<file path="config.mk">
export PLATFORM = sky130hd
export DESIGN_NAME = disc_run_seq
export DESIGN_NICKNAME = d
export VERILOG_FILES = /design/src/rtl/disc_run_pkg.sv /design/src/rtl/disc_rr_pick.sv /design/src/rtl/disc_down_timer.sv /design/src/rtl/disc_run_seq.sv
export SDC_FILE = /design/constraint.sdc
export NUM_CORES = 1
export LEC_CHECK = 0
export ABC_AREA = 1
export CAP_MARGIN = 30
export CORE_MARGIN = 3
export CORE_UTILIZATION = 25
export CTS_CLUSTER_DIAMETER = 80
export CTS_CLUSTER_SIZE = 12
export DETAILED_ROUTE_END_ITERATION = 12
export DONT_BUFFER_PORTS = 1
export PLACE_DENSITY_LB_ADDON = 0.15
export SLEW_MARGIN = 20
export SYNTH_ARGS = -nofsm -noshare
export SYNTH_HDL_FRONTEND = slang
export SYNTH_HIERARCHICAL = 1
export SYNTH_SLANG_ARGS = --single-unit
</file>
<file path="constraint.sdc">
create_clock -name clk -period 4.3 [get_ports clk]
set_input_delay 0.645 -clock clk [delete_from_list [all_inputs] [get_ports clk]]
set_output_delay 0.645 -clock clk [all_outputs]
set_load 0.01 [all_outputs]
</file>
<file path="src/rtl/disc_run_pkg.sv">
package disc_run_pkg;

    typedef enum logic [1:0] {
        ST_IDLE = 2'd0,
        ST_WAIT = 2'd1,
        ST_BUSY = 2'd2
    } run_st_e;

endpackage

</file>
<file path="src/rtl/disc_rr_pick.sv">
// Cyclic first-set search starting one past the last serviced position.
module disc_rr_pick #(
    parameter int N  = 8,
    parameter int IW = $clog2(N)
) (
    input  logic [N-1:0]  req_i,
    input  logic [IW-1:0] last_i,
    output logic          hit_o,
    output logic [IW-1:0] idx_o
);

    always_comb begin
        hit_o = 1'b0;
        idx_o = '0;
        // walk from farthest to nearest so the nearest request wins
        for (int k = N; k >= 1; k--) begin
            automatic int p = (int'(last_i) + k) % N;
            if (req_i[p]) begin
                hit_o = 1'b1;
                idx_o = IW'(p);
            end
        end
    end

endmodule

</file>
<file path="src/rtl/disc_down_timer.sv">
// Reloadable down-counter that stops at zero.
module disc_down_timer #(
    parameter int W = 8
) (
    input  logic         clk,
    input  logic         rst,
    input  logic         load_i,
    input  logic [W-1:0] reload_i,
    input  logic         dec_i,
    output logic         zero_o
);

    logic [W-1:0] cnt_d, cnt_q;

    always_comb begin
        cnt_d = cnt_q;
        if (load_i)
            cnt_d = reload_i;
        else if (dec_i && (cnt_q != '0))
            cnt_d = cnt_q - 1'b1;
    end

    always_ff @(posedge clk) begin
        if (rst) cnt_q <= '0;
        else     cnt_q <= cnt_d;
    end

    assign zero_o = (cnt_q == '0);

endmodule

</file>
<file path="src/rtl/disc_run_seq.sv">
module disc_run_seq
    import disc_run_pkg::*;
#(
    parameter int NUM_DRIVES = 8,
    parameter int CMD_TMO    = 200,
    parameter int PRM_TMO    = 100,
    localparam int IDX_W     = $clog2(NUM_DRIVES)
) (
    input  logic                  clk,
    input  logic                  rst,
    input  logic                  cmd_rx_i,
    input  logic                  end_done_i,
    input  logic                  cmd_done_i,
    input  logic                  seek_done_i,
    input  logic                  int_en_i,
    input  logic [NUM_DRIVES-1:0] attn_i,
    output logic [1:0]            state_o,
    output logic                  start_o,
    output logic                  poll_o,
    output logic [IDX_W-1:0]      poll_idx_o
);

    localparam int TMO_MAX = (CMD_TMO > PRM_TMO) ? CMD_TMO : PRM_TMO;
    localparam int TMO_W   = $clog2(TMO_MAX + 1);

    typedef struct packed {
        run_st_e          state;
        logic             pend;
        logic             start;
        logic             poll;
        logic [IDX_W-1:0] idx;
        logic [IDX_W-1:0] last;
    } seq_t;

    seq_t seq_d, seq_q;

    logic             pick_hit;
    logic [IDX_W-1:0] pick_idx;
    logic             cmd_zero, prm_zero;
    logic             cmd_load, prm_load;
    logic             take_cmd;

    disc_rr_pick #(.N(NUM_DRIVES), .IW(IDX_W)) i_pick (
        .req_i  (attn_i),
        .last_i (seq_q.last),
        .hit_o  (pick_hit),
        .idx_o  (pick_idx)
    );

    assign take_cmd = cmd_rx_i || seq_q.pend;

    always_comb begin
        seq_d       = seq_q;
        seq_d.start = 1'b0;
        seq_d.poll  = 1'b0;
        unique case (seq_q.state)
            ST_IDLE: begin
                if (take_cmd) begin
                    seq_d.state = ST_BUSY;
                    seq_d.start = 1'b1;
                    seq_d.pend  = 1'b0;
                end else if (int_en_i && (seek_done_i || pick_hit)) begin
                    seq_d.state = ST_WAIT;
                    if (pick_hit) begin
                        seq_d.poll = 1'b1;
                        seq_d.idx  = pick_idx;
                        seq_d.last = pick_idx;
                    end
                end
            end
            ST_WAIT: begin
                if (take_cmd) begin
                    seq_d.state = ST_BUSY;
                    seq_d.start = 1'b1;
                    seq_d.pend  = 1'b0;
                end else if (cmd_zero) begin
                    seq_d.state = ST_IDLE;
                end
            end
            ST_BUSY: begin
                if (cmd_rx_i)
                    seq_d.pend = 1'b1;
                if (end_done_i)
                    seq_d.state = ST_IDLE;
                else if (cmd_done_i)
                    seq_d.state = ST_WAIT;
                else if (prm_zero)
                    seq_d.state = ST_IDLE;
            end
            default: seq_d.state = ST_IDLE;
        endcase
    end

    always_ff @(posedge clk) begin
        if (rst) begin
            seq_q.state <= ST_IDLE;
            seq_q.pend  <= 1'b0;
            seq_q.start <= 1'b0;
            seq_q.poll  <= 1'b0;
            seq_q.idx   <= '0;
            seq_q.last  <= IDX_W'(NUM_DRIVES - 1);
        end else begin
            seq_q <= seq_d;
        end
    end

    assign cmd_load = (seq_d.state == ST_WAIT) && (seq_q.state != ST_WAIT);
    assign prm_load = (seq_d.state == ST_BUSY) && (seq_q.state != ST_BUSY);

    disc_down_timer #(.W(TMO_W)) i_cmd_tmr (
        .clk      (clk),
        .rst      (rst),
        .load_i   (cmd_load),
        .reload_i (TMO_W'(CMD_TMO)),
        .dec_i    (seq_q.state == ST_WAIT),
        .zero_o   (cmd_zero)
    );

    disc_down_timer #(.W(TMO_W)) i_prm_tmr (
        .clk      (clk),
        .rst      (rst),
        .load_i   (prm_load),
        .reload_i (TMO_W'(PRM_TMO)),
        .dec_i    (seq_q.state == ST_BUSY),
        .zero_o   (prm_zero)
    );

    assign state_o    = seq_q.state;
    assign start_o    = seq_q.start;
    assign poll_o     = seq_q.poll;
    assign poll_idx_o = seq_q.idx;

endmodule

</file>
# == Yosys cells after proc, flatten, opt, wreduce, memory -nomap -nowiden ==
# Cells that the tools add are included.
# word_totals
ff_bits,27
latchBits,0
ramBits,0
rom_bits,0
inputBits,15
out_inout_bits,7
word_cells,134
mem_count,0
# op_classes
n_addsub,10
mul,0
div,0
magnitude_cmp,8
eq_ne,8
n_shift,0
n_mux,56
bitwise,12
n_reduce_logical,30
# ops
op,count
$lt 4x5->1 const B,8
$mux 1,25
$bmux 1 s3,8
$mux 3,8
$reduce_or 3->1,8
$mux 7,3
$logic_not 8->1,2
$mux 2,8
$mux 8,2
$reduce_bool 8->1,2
$sub 8x1->8 const B,2
$add 3x3->3 const B,4
$and 1x1->1 const A,8
$reduce_or 2->1,4
$add 3x1->3 const B,2
$add 3x2->3 const B,2
$pmux 2 s3,1
$reduce_bool 2->1,3
$logic_and 1x1->1,5
$eq 2x1->1 const B,2
$eq 2x2->1 const B,2
$ne 2x1->1 const B,2
$ne 2x2->1 const B,2
$not 1->1,4
other kinds (6),7

# == Depth between registers and ports, before layout ==
# logic_depth
ltp_word,22
mapped_depth,19

# == Modules after synthesis ==
# The synthesis kept the hierarchy.
# modules_own_cells
module,n_inst,cells_per_inst,area_each_um2,seq_area_each_um2
disc_down_timer,2,104,600.6,160.2
disc_rr_pick,1,123,666.9,0.0
disc_run_seq,1,74,540.5,220.2

# == Least setup slack after synthesis ==
# Ideal clock, no wire load.
# synth_timing
path_kind,reg2reg
from,reg seq_q[0] (netlist bit)
to,reg i_cmd_tmr.cnt_q[7]
setup_ps,64
arrival_time_ps,2646
required_ps,4236
slack_ps,1591
path_stages_with_launch,20
path_buffers,2
synth_period_minus_slack_ps,2709
path_cell_list,dfxtp_1 > buf_6 > inv_8 > ha_1 > inv_2 > nand3_1 > nand3_1 > nand2_1 > nor3_1 > nand4_1 > nor2_1 > nor2_1 > nand3_1 > nand2_1 > clkbuf_1 > inv_2 > nand3_1 > nor2_1 > nor2_1 > nor2_1
# synth_between
elab_chain_len,20
# synth_rtl
element,line,rtl
start: declaration,disc_run_seq.sv:35,"seq_t seq_d, seq_q;"
start signal: assignment,disc_run_seq.sv:103,seq_q <= seq_d;
$add 3x1->3,disc_rr_pick.sv:17,automatic int p = (int'(last_i) + k) % N;
$bmux 1 s3,disc_rr_pick.sv:18,if (req_i[p]) begin
$mux 1 (not written as such) (2 in series),disc_rr_pick.sv:18,
$mux 1 (7 in series),disc_rr_pick.sv:18,
$mux 1 (*),disc_rr_pick.sv:18,
net pick_hit,disc_run_seq.sv:37,logic pick_hit;
$logic_or 1x1->1 (*),disc_run_seq.sv:62,end else if (int_en_i && (seek_done_i || pick_hit)) begin
$logic_and 1x1->1 (*),disc_run_seq.sv:62,
$mux 2 (*),disc_run_seq.sv:62,
$mux 2 (*),disc_run_seq.sv:58,if (take_cmd) begin
$pmux 2 s3 (*),disc_run_seq.sv:56,unique case (seq_q.state)
$eq 2x1->1 (*),disc_run_seq.sv:107,assign cmd_load = (seq_d.state == ST_WAIT) && (seq_q.state != ST_WAIT);
$logic_and 1x1->1 (*),disc_run_seq.sv:107,
net cmd_load,disc_run_seq.sv:40,"logic cmd_load, prm_load;"
$mux 8 / $reduce_bool 2->1 (equally long branches),n/a,
end signal: assignment,disc_down_timer.sv:25,else cnt_q <= cnt_d;
end: declaration,disc_down_timer.sv:13,"logic [W-1:0] cnt_d, cnt_q;"
# Mark *: on every way through the listed nets, which the timed path passes. The rest lies on a longest branch. The select of a mux whose other input is x is not followed.
# A chain may end at the register's enable or synchronous reset.

# == Final worst setup path ==
# Same ends and word-level chain as after synthesis.

==> flow_summary.ini <==
[outcome]
outcome = finished clean

[timing]
skew_ns = 0.01209
setup_tns_ns = 0
rsz0062_at_grt = false
drv_slew = 0
fin_crit_ns = 3.197
tightest_slew_ns = 0.5467
hold_viol = 0
maxSlewHeadroom_pct = 63.50
fmax_ghz = 0.3128
fin_crit_sh_pct = 74.35
setup_viol = 0

[power]
peakVddDrop_uv = 110.4
p_leak_nw = 1.329
p_per_area_nw_per_um2 = 367.9

[setup_path]
cp_max_fo = 12
arrival_ns = 3.42
cp_top_family = simple AND/OR/NAND/NOR gates
cp-start-kind = flip-flop
slowest_delay_ns = 0.67
slowest_stage = dfxtp_1
crit_type = flip-flop to flip-flop
crit_top_cell = nor2_1
cp.depth = 17
cp_num_buf_inv = 3
cp_cell_sequence = inv_8 > ha_1 > inv_2 > nand3_1 > nand3_1 > nand2_1 > nor3_1 > nand4_1 > nor2_1 > nor2_1 > nand3_1 > nand2_1 > inv_2 > nand3_1 > nor2_1 > nor2_1 > nor2_1
ff2ff_path_depth = 17
required_ns = 4.52
crit_path_end_kind = flip-flop

[finish]
nNetsFinal = 435
final_util_pct = 27.97
area_growth_pct = 7.792
antenna_cells = 0
drive_gt1_share_pct = 11.38

[placed_design]
io_buffers = 0
gp_congestion = 0.8466
hpwlAfterDp_mm = 5.112

[clocking]
root_buffer = clkbuf_8
h-tree-depth = 1
cts.sinks = 27
cts_resized = 0
cts_tree = done
postCtsHoldBufs = 0
clock_path_buffers = 2
cts_setup_buffers = 0
path_clk_slew_ns = 0.10
cts_made_buffers = 3
clock_latency_ns = 0.28

[floorplanning]
die_w_um = 104.2
dieArea_um2 = 10850
fp.dieH_um = 104.2
start_util_pct = 25.94
pin_count = 22
core_um2 = 9284
rows = 35

[synthesis]
synth.distinct_cells = 32
synth_top_cell_area_share_pct = 22.44
synth_area_leader_cell = dfxtp_1
synth_edf_count = 0
ys_ff_latch = 27
syn_area_per_cell_um2 = 5.947
synth_area_um2 = 2409
async_reset_ff_share_pct = 0
synth_seq_area_share_pct = 22.44
netlist_instances = 405
netlist_top_cells_area = dfxtp_1, nand2_1, nand3_1, inv_1, nor2_1
synth_common_cells = nand2_1, nand3_1, inv_1
ys.flop_type = dfxtp_1
synth_most_common_cell = nand2_1
yosysWarnings = 6

[global_routing]
grt_max_degree = 19
antenna_found_initial = 0
grt_pass1_wl_mm = 10.77
grt_pass1_vias = 2250
grt_overflow_total = 0
grt_usage_pct = 11.79

[drt]
drc = 0
vias = 2380
wl_met3_um = 183
met2_length_mm = 3.014
drtIter0Drc = 74
wire_per_inst_um = 11.51
wl_met1_mm = 3.016
avgViaCountPerCell = 4.391
drt-total-wl_mm = 6.237
ant_nets = 0
top_layer = met4
dr.pass1.iters = 5

[flow_run]
cap_violations = 0

[hold_path]
hold_path_depth = 1
hold_class = primary input to flip-flop
routing by layer:
layer | GRT usage [%] | vias up
met4 | 2.469 | 0
li1 | - | 1286
met2 | 20.43 | 50
met3 | 1.366 | 2
met1 | 15.76 | 1042
met5 | 0 | -
final cells by class:
| type | instances | area (um^2) |
|---|---|---|
| fillers | 1104 | 6688 |
| multi-input cells | 325 | 1622 |
| flip-flops and latches | 27 | 540.5 |
| inverters | 56 | 220.2 |
| well taps | 129 | 161.4 |
| clock buffers | 4 | 45.04 |
| repair buffers | 1 | 7.507 |
cell families (layout without fill, tap and decap cells):
kind of cell,count (synthesis),in the layout,share of synthesized area [%]
other,2,16,0.3118
DFF,27,27,22.44
xor gates and xnor gates,7,7,3.169
buffers and inverters,67,61,12.42
AOI/OAI and AO/OA,32,32,7.377
adders and majority gates,6,6,3.117
and+or+nand+nor,264,264,51.17
report_power, final:
| part | switching (mW) | total, mW | internal [mW] | leakage [nW] |
|---|---|---|---|---|
| combinational | 0.314 | 0.487 | 0.173 | 1.08 |
| clock | 0.0822 | 0.149 | 0.0664 | 0.0228 |
| sequential | 0.0415 | 0.319 | 0.278 | 0.222 |
| total | 0.438 | 0.955 | 0.517 | 1.33 |
sequential cells by signal, indices dropped and copies added, names as in the netlist:
name and cells:
poll_o 1, start_o 1, i_prm_tmr/cnt_q 8, seq_q 4, i_cmd_tmr/cnt_q 8, poll_idx_o 3
state_o 2
placed cells by master, fill, tap and decap left out, types with 4 or more instances in the layout:
cell type  netlist  routed
dfxtp_1         27      27
ha_1             6       6
nor3_1           5       5
a21oi_1         17      17
nor2_1          42      42
nand2_1        118     118
xnor2_1          4       4
o21ai_0          6       6
inv_1           45      45
nand4_1          7       7
nor2_2           4       4
nand3_2          9       9
conb_1           2      16
inv_2            8       8
nand3_1         65      65
nand2_2          7       7
nand2_4          4       4
worst paths after layout:
kind | start | end | slack [ns]
worst max-delay path | seq_q[0] | i_cmd_tmr/cnt_q[7] | 1.10
worst min-delay path | rst | i_cmd_tmr/cnt_q[2] | 0.42
worst max register to register | seq_q[0] | i_cmd_tmr/cnt_q[7] | 1.10
worst min register to register | i_prm_tmr/cnt_q[0] | i_prm_tmr/cnt_q[0] | 0.50
through the flow:
| step | std cells | cell area (um^2) | setup slack [ns] | power [mW] | hold WS, ns |
|---|---|---|---|---|---|
| after global placement | 538 | 2551 | 1.185 | 0.8185 | 0.4830 |
| final | 542 | 2596 | 1.103 | 0.9553 | 0.4244 |
| after CTS | 542 | 2596 | 1.103 | 0.9684 | 0.4058 |
| after detailed placement | 538 | 2551 | 1.110 | 0.8123 | 0.4808 |
| after global routing | 542 | 2596 | 0.6876 | 1.057 | 0.3979 |
| after floorplan | 419 | 2461 | 1.591 | 0.7227 | 0.4414 |
Power figures use the tool's default switching activity.
